### config.mk
export PLATFORM = sky130hd
export DESIGN_NAME = envelope_tracker
export DESIGN_NICKNAME = d
export VERILOG_FILES = /design/src/rtl/envelope_tracker_pkg.sv /design/src/rtl/envelope_step.sv /design/src/rtl/envelope_out_stage.sv /design/src/rtl/envelope_tracker.sv
export SDC_FILE = /design/constraint.sdc
export NUM_CORES = 1
export LEC_CHECK = 0
export CAP_MARGIN = 40
export CORE_MARGIN = 2
export CORE_UTILIZATION = 59
export CTS_CLUSTER_DIAMETER = 30
export DETAILED_ROUTE_END_ITERATION = 16
export GPL_ROUTABILITY_DRIVEN = 0
export MAX_ROUTING_LAYER = met4
export PLACE_DENSITY_LB_ADDON = 0.3
export SLEW_MARGIN = 40
export SYNTH_ARGS = -nofsm -noshare
export SYNTH_HDL_FRONTEND = slang
export SYNTH_SLANG_ARGS = --single-unit
### constraint.sdc
create_clock -name clk -period 4.28 [get_ports clk]
set_input_delay 0.856 -clock clk [delete_from_list [all_inputs] [get_ports clk]]
set_output_delay 0.856 -clock clk [all_outputs]
set_load 0.02 [all_outputs]
### src/rtl/envelope_tracker_pkg.sv
// Package: shared defaults for the envelope tracker.
// Assumes: nothing beyond the parameters listed here.
package envelope_tracker_pkg;
    localparam int unsigned DEF_DATA_W     = 16;
    localparam int unsigned DEF_LEAK_SHIFT = 6;
    localparam int unsigned DEF_OUT_SHIFT  = 0;
    // Headroom: steady state is about 2^(DATA_W-1+LEAK_SHIFT); one spare bit on top.
    function automatic int unsigned acc_width(input int unsigned data_w, input int unsigned leak_shift);
        return data_w + leak_shift + 1;
    endfunction
endpackage

### src/rtl/envelope_step.sv
// Module: envelope_step
// Combinational update: leak by a right shift, then add the rectified sample.
// Assumes: ACC_W > DATA_W, and acc_i keeps its top bit clear (guaranteed by sizing).
module envelope_step #(
    parameter int unsigned DATA_W     = 16,
    parameter int unsigned LEAK_SHIFT = 6,
    parameter int unsigned ACC_W      = 23
) (
    input  logic [ACC_W-1:0]         acc_i,
    input  logic signed [DATA_W-1:0] sample_i,
    output logic [ACC_W-1:0]         acc_next_o
);
    logic [ACC_W-1:0] sample_ext;
    logic [ACC_W-1:0] leak_amt;
    logic             is_neg;

    // Purpose: sign-extend, take the leak, then add or subtract by sign.
    always_comb begin
        sample_ext = ACC_W'(sample_i);
        is_neg     = sample_i[DATA_W-1];
        leak_amt   = acc_i >> LEAK_SHIFT;
        if (is_neg) begin
            acc_next_o = acc_i - leak_amt - sample_ext;
        end else begin
            acc_next_o = acc_i - leak_amt + sample_ext;
        end
    end
endmodule

### src/rtl/envelope_out_stage.sv
// Module: envelope_out_stage
// Registers the scaled accumulator and a one-clock strobe after each update.
// Assumes: upd_i is high in the clock where the accumulator was just written.
module envelope_out_stage #(
    parameter int unsigned ACC_W     = 23,
    parameter int unsigned OUT_SHIFT = 0,
    localparam int unsigned OUT_W    = ACC_W - OUT_SHIFT
) (
    input  logic             clk,
    input  logic             rst_n,
    input  logic             upd_i,
    input  logic [ACC_W-1:0] acc_i,
    output logic             valid_o,
    output logic [OUT_W-1:0] env_o
);
    logic [OUT_W-1:0] scaled;

    generate
        if (OUT_SHIFT == 0) begin : g_raw
            assign scaled = acc_i;
        end else begin : g_scaled
            assign scaled = acc_i[ACC_W-1:OUT_SHIFT];
        end
    endgenerate

    // Purpose: capture the envelope and raise the strobe after each update.
    always_ff @(posedge clk) begin
        if (!rst_n) begin
            valid_o <= 1'b0;
            env_o   <= '0;
        end else begin
            valid_o <= upd_i;
            if (upd_i) begin
                env_o <= scaled;
            end
        end
    end

    p_strobe_r6 : assert property (@(posedge clk) disable iff (!rst_n)
        !upd_i |=> !valid_o);
endmodule

### src/rtl/envelope_tracker.sv
// Module: envelope_tracker (top)
// Leaky rectifying integrator: acc <= acc - (acc >> LEAK_SHIFT) + |sample| on each valid sample.
// Assumes: synchronous active-low reset; samples are two's complement.
module envelope_tracker
    import envelope_tracker_pkg::*;
#(
    parameter int unsigned DATA_W     = DEF_DATA_W,
    parameter int unsigned LEAK_SHIFT = DEF_LEAK_SHIFT,
    parameter int unsigned OUT_SHIFT  = DEF_OUT_SHIFT,
    localparam int unsigned ACC_W     = acc_width(DATA_W, LEAK_SHIFT),
    localparam int unsigned OUT_W     = ACC_W - OUT_SHIFT
) (
    input  logic                     clk,
    input  logic                     rst_n,
    input  logic                     in_valid_i,
    input  logic signed [DATA_W-1:0] in_sample_i,
    output logic                     env_valid_o,
    output logic [OUT_W-1:0]         env_o
);
    localparam logic [ACC_W-1:0] LEAK_FLOOR = ACC_W'(1) << LEAK_SHIFT;

    logic [ACC_W-1:0] acc_q;
    logic [ACC_W-1:0] acc_d;
    logic             upd_q;

    envelope_step #(
        .DATA_W(DATA_W), .LEAK_SHIFT(LEAK_SHIFT), .ACC_W(ACC_W)
    ) u_step (
        .acc_i(acc_q), .sample_i(in_sample_i), .acc_next_o(acc_d)
    );

    // Purpose: hold the accumulator, writing it only on accepted samples.
    always_ff @(posedge clk) begin
        if (!rst_n) begin
            acc_q <= '0;
            upd_q <= 1'b0;
        end else begin
            upd_q <= in_valid_i;
            if (in_valid_i) begin
                acc_q <= acc_d;
            end
        end
    end

    envelope_out_stage #(
        .ACC_W(ACC_W), .OUT_SHIFT(OUT_SHIFT)
    ) u_out (
        .clk(clk), .rst_n(rst_n), .upd_i(upd_q), .acc_i(acc_q),
        .valid_o(env_valid_o), .env_o(env_o)
    );

    p_reset_r1 : assert property (@(posedge clk)
        !rst_n |=> (acc_q == '0) && !upd_q);
    p_decay_r2 : assert property (@(posedge clk) disable iff (!rst_n)
        (in_valid_i && in_sample_i == '0 && acc_q >= LEAK_FLOOR) |=> acc_q < $past(acc_q));
    p_rect_r3 : assert property (@(posedge clk) disable iff (!rst_n)
        (in_valid_i && in_sample_i != '0 && acc_q < LEAK_FLOOR) |=> acc_q > $past(acc_q));
    p_no_overflow_r4 : assert property (@(posedge clk) disable iff (!rst_n)
        acc_q[ACC_W-1] == 1'b0);
    p_hold_r5 : assert property (@(posedge clk) disable iff (!rst_n)
        !in_valid_i |=> $stable(acc_q));
    p_strobe_r6 : assert property (@(posedge clk) disable iff (!rst_n)
        in_valid_i |=> upd_q);
endmodule

Word level (Yosys, flattened, before mapping)
Index checks and enable logic that the tools add are counted.
Operators by class
  add/sub/neg operators: 3
  multiplexer cells: 1
Operators by type and width (count)
  adder 23 bit: 1
  2-to-1 mux 23 bit: 1
  subtractor 23 x 17 -> 23 bit: 1
  subtractor 23 bit: 1
Storage, ports and cells
  output and inout port bits: 24
  register bits after elaboration: 48
  word-level logic and storage cells: 8

Logic depth before layout (Yosys ltp)
  depth in word-level cells: 3
  gate-level depth with buffers: 19
  mapped depth without buffers: 18

Modules after synthesis
From an unflattened synthesis, not the netlist that was laid out.
Second synthesis, totals
  cells, all modules: 522
  area, all modules: 4357.9 sq um
By module, submodules not included
  envelope_step: area each 2518.7 sq um, seq. area each 0.0 sq um, times used 1, cells an instance 370
  envelope_out_stage: area each 919.6 sq um, seq. area each 480.5 sq um, times used 1, cells an instance 76
  envelope_tracker: area each 919.6 sq um, seq. area each 480.5 sq um, times used 1, cells an instance 76

Worst setup path after synthesis
OpenSTA, ideal clock, no wires.
  kind: flip-flop to flip-flop
  start point: register acc_q[18]
  end point: register acc_q[22]
  arrival time: 3.710 ns
  clock period less this slack: 3.842 ns
  required time: 4.148 ns
  path slack: 0.438 ns
  setup time: 0.132 ns
  cell stages (with the launch flop): 19
  cells stage by stage: dfxtp_1 inv_1 ha_1 a21o_1 a21oi_1 o21bai_1 a21oi_1 mux2i_1 o211ai_1 a311oi_1 ha_1 clkbuf_1 a21o_1 o21bai_1 a211oi_1 o21ai_0 nor2b_1 o21ai_0 nand4_2
Between the ends
  cells in the longest elaborated chain, start to end: 3
  elaborated cells on any way between the ends: 4
  those cells by class: 3 x add/sub; 1 x mux
RTL lines
  start, declared: line envelope_tracker.sv:22  | logic [ACC_W-1:0] acc_q;
  start signal, assigned: line envelope_tracker.sv:35  | acc_q <= '0;
  start signal, assigned: line envelope_tracker.sv:40  | acc_q <= acc_d;
  subtractor 23 x 17 -> 23 bit (*): line envelope_step.sv:23, envelope_step.sv:25
  adder 23 bit / subtractor 23 bit (equally long branches): line envelope_step.sv:25, envelope_step.sv:23
  2-to-1 mux 23 bit (*): line envelope_step.sv:22  | if (is_neg) begin
Mark *: on every way between the ends. The rest lies on a longest branch, timed or not.
A chain may end at the register's enable or synchronous reset.

Worst setup path in the final report
  start point: register acc_q[12]
  end point: register acc_q[22]
Same word-level chain as after synthesis.

==> metrics.md <==
| Metric | Value |
|---|---|
| FF-to-FF End | `acc_q[22]` |
| Post-Route WL | `11,800 um` |
| Critical Path Start | `acc_q[12]` |
| Yosys top cell area share | `0.214` |
| # hold bufs at CTS | `0` |
| Largest area contributor in the synthesized netlist | `dfxtp_1` |
| Status | `completed` |
| Die W | `91.2 um` |
| NumNets Final | `662` |
| Core area | `7290 um2` |
| Average wire per standard cell | `16.9 um` |
| Post-Syn Area | `4490 um2` |
| CTS H-Tree Depth | `2` |
| MaxCap Viol Count | `0` |
| Buffer and inverter count on the worst path | `1` |
| Mapped Cells | `553` |
| Worst relative slew slack | `0.566` |
| Launch point of the worst reg-to-reg path | `acc_q[12]` |
| Die area | `8320 um2` |
| Inserted Diodes | `0` |
| DRT iter0 DRCs | `273` |
| Critical path's slowest cell | `dfxtp_1` |
| Post-synth top cells | `dfxtp_1, a21oi_1, nor2b_1` |
| Initial antenna violation count | `0` |
| Largest net degree at the start of global routing | `30` |
| Ys async rst share | `0` |
| Antenna viol nets, final | `0` |
| Worst path arrival time | `4.29 ns` |
| Max Transition Viols Final | `0` |
| Die H | `91.2 um` |
| FMAX | `0.248 GHz` |
| Yosys warns | `0` |
| R2R cell count | `15` |
| Clock transition at path regs | `0.09 ns` |
| Row count | `31` |
| Global-route wire length before repair | `19,900 um` |
| Ys flop type | `dfxtp_1` |
| Actual slew at the worst max-slew pin | `0.649 ns` |
| CP Depth | `15` |
| Post-synth EDFFs | `0` |
| Register bit count reported by yosys | `48` |
| PortBufs | `42` |
| Vias | `4,333` |
| Yosys cell types | `62` |
| DRT Pass-1 Iters | `5` |
| CTS tree | `built` |
| Post-Syn Area per Cell | `8.11 um2` |
| Seq/Total Area, Yosys | `0.214` |
| Req. time, crit path | `4.54 ns` |
| Tot GR Track Use | `0.301` |
| Vias in the first global route | `4,145` |
| R2R setup slack | `0.25 ns` |
| Crit Path Class | `reg -> reg` |
| Cell family with most CP delay | `compound AO/OA/AOI/OAI gates` |
| Area contributors post-synth | `dfxtp_1, ha_1, mux2i_1` |
| Synth-to-layout area growth | `16.5%` |
| Via density | `6.18` |
| CP cell instances | `ha_1 > a21o_1 > a21oi_1 > o21bai_1 > a21oi_1 > buf_4 > nor2_1 > a2111oi_0 > o211ai_1 > ha_1 > nand4_1 > nor3_1 > nand4_1 > mux2_4 > nand4_2` |
| Post-layout min period | `4.03 ns` |
| Worst min path class | `reg -> reg` |
| Share of layout cells above drive strength 1 | `0.0847` |
| Fin crit share | `0.942` |
| Skew final | `0.00626 ns` |
| Setup-failing EPs final | `0` |
| Clk buf depth | `2` |
| Root Buffer | `clkbuf_8` |
| I/O Pins | `43` |
| Layout Utilization | `0.717` |
| Critical Path End Type | `flip-flop` |
| Clock Latency Late Sink | `0.31 ns` |
| Starting Density | `0.615` |
| Clock sink count | `48` |
| CP Max Fanout | `7` |
| Dpl hpwl | `9010 um` |
| Slowest stage delay, CP | `0.46 ns` |
| Grt ovf | `0` |
| Syn Nets | `614` |
| Drt drc | `0` |
| Top-count cell post-synth | `dfxtp_1` |
| Filler cells | `610` |
| CTS buffer count | `5` |
| CP Capture Point | `acc_q[22]` |
| Final hold violations | `0` |
| CP startpoint kind | `flip-flop` |
[stage by stage]
| stage | instances | TNS (ns) | worst slack [ns] | hold slack [ns] | instance area (um2) |
|---|---|---|---|---|---|
| 4_1_cts | 701 | 0 | 0.0653 | 0.530 | 5220 |
| 6_report | 701 | 0 | 0.248 | 0.526 | 5230 |
| 5_1_grt | 701 | -0.00637 | -0.00637 | 0.547 | 5230 |
| 3_5_place_dp | 693 | -0.0604 | -0.0604 | 0.505 | 5100 |
| 2_1_floorplan | 553 | 0 | 0.438 | 0.461 | 4490 |
| 3_3_place_gp | 693 | 0 | 0.101 | 0.496 | 5100 |
[placed cells by master (no fill, tap or decap), types with 3 or more instances in the layout]
cell / Yosys / routed
a21o_1: 22 / 22
a21oi_1: 43 / 43
and2_1: 3 / 3
and3_1: 4 / 4
buf_4: 0 / 22
clkbuf_8: 0 / 5
clkdlybuf4s50_1: 0 / 41
dfxtp_1: 48 / 47
ha_1: 40 / 40
inv_1: 30 / 30
mux2i_1: 32 / 32
nand2_1: 36 / 36
nand2b_1: 8 / 8
nand3_1: 9 / 9
nand3b_1: 5 / 5
nand4_1: 11 / 11
nor2_1: 39 / 39
nor2b_1: 41 / 41
nor3_1: 13 / 12
nor4b_1: 3 / 3
o211a_1: 3 / 3
o211ai_1: 12 / 12
o21a_1: 6 / 6
o21ai_0: 23 / 23
o21bai_1: 7 / 7
or3_1: 3 / 3
xnor2_1: 34 / 34
xor2_1: 7 / 7
[cell type report]
| cell class | count | area, um2 | share of cell area |
|---|---|---|---|
| Clock buffer | 5 | 68.8 | 0.0132 |
| Clock inverter | 3 | 46.3 | 0.00886 |
| Inverter | 31 | 116 | 0.0223 |
| Multi-Input combinational cell | 451 | 3330 | 0.637 |
| Sequential cell | 48 | 962 | 0.184 |
| Tap cell | 99 | 124 | 0.0237 |
| Timing Repair Buffer | 64 | 581 | 0.111 |
[registers in the layout, indices dropped and copies added (netlist names)]
| name | cells |
|---|---|
| acc_q | 23 |
| u_out.env_o | 23 |
| u_out.valid_o | 1 |
| upd_q | 1 |
[how the worst min path moves through the flow]
stage	from	endpoint	cells after the start
2_1_floorplan	acc_q[20]	acc_q[20]	2
3_3_place_gp	acc_q[0]	acc_q[0]	1
3_5_place_dp	acc_q[0]	acc_q[0]	1
4_1_cts	acc_q[0]	acc_q[0]	1
5_1_grt	acc_q[0]	acc_q[0]	1
6_report	u_out.env_o[19]	u_out.env_o[19]	2
[worst register-to-register path: stages (launching register included)]
cell	delay, ns
dfxtp_1	0.46
ha_1	0.33
a21o_1	0.20
a21oi_1	0.24
o21bai_1	0.10
a21oi_1	0.24
buf_4	0.19
nor2_1	0.05
a2111oi_0	0.37
o211ai_1	0.24
ha_1	0.46
nand4_1	0.15
nor3_1	0.44
nand4_1	0.16
mux2_4	0.28
nand4_2	0.08
[timing repair]
item	CTS	global route
buffers inserted	0	0
endpoints found under the setup margin	0	3
resized for setup	0	4
[metal layers]
metal	up-vias	wire [um]	global-route usage
met5	-	0	-
met4	0	277	0.0922
met3	31	1070	0.0564
met2	212	5230	0.459
met1	1998	5250	0.405
li1	2092	-	-
[cells by family after synthesis]
logic type                 after synthesis  share of synthesized area
and+or+nand+nor                        189                      0.236
xor gates and xnor gates                41                     0.0800
buffers and inverters                   54                     0.0474
AOI/OAI and AO/OA                      145                      0.225
adders and majority gates               42                      0.120
DFF                                     48                      0.214
muxes                                   34                     0.0772
Power is not shown: default switching activity piles up to over one toggle a cycle in this logic, so the estimate is an artifact.
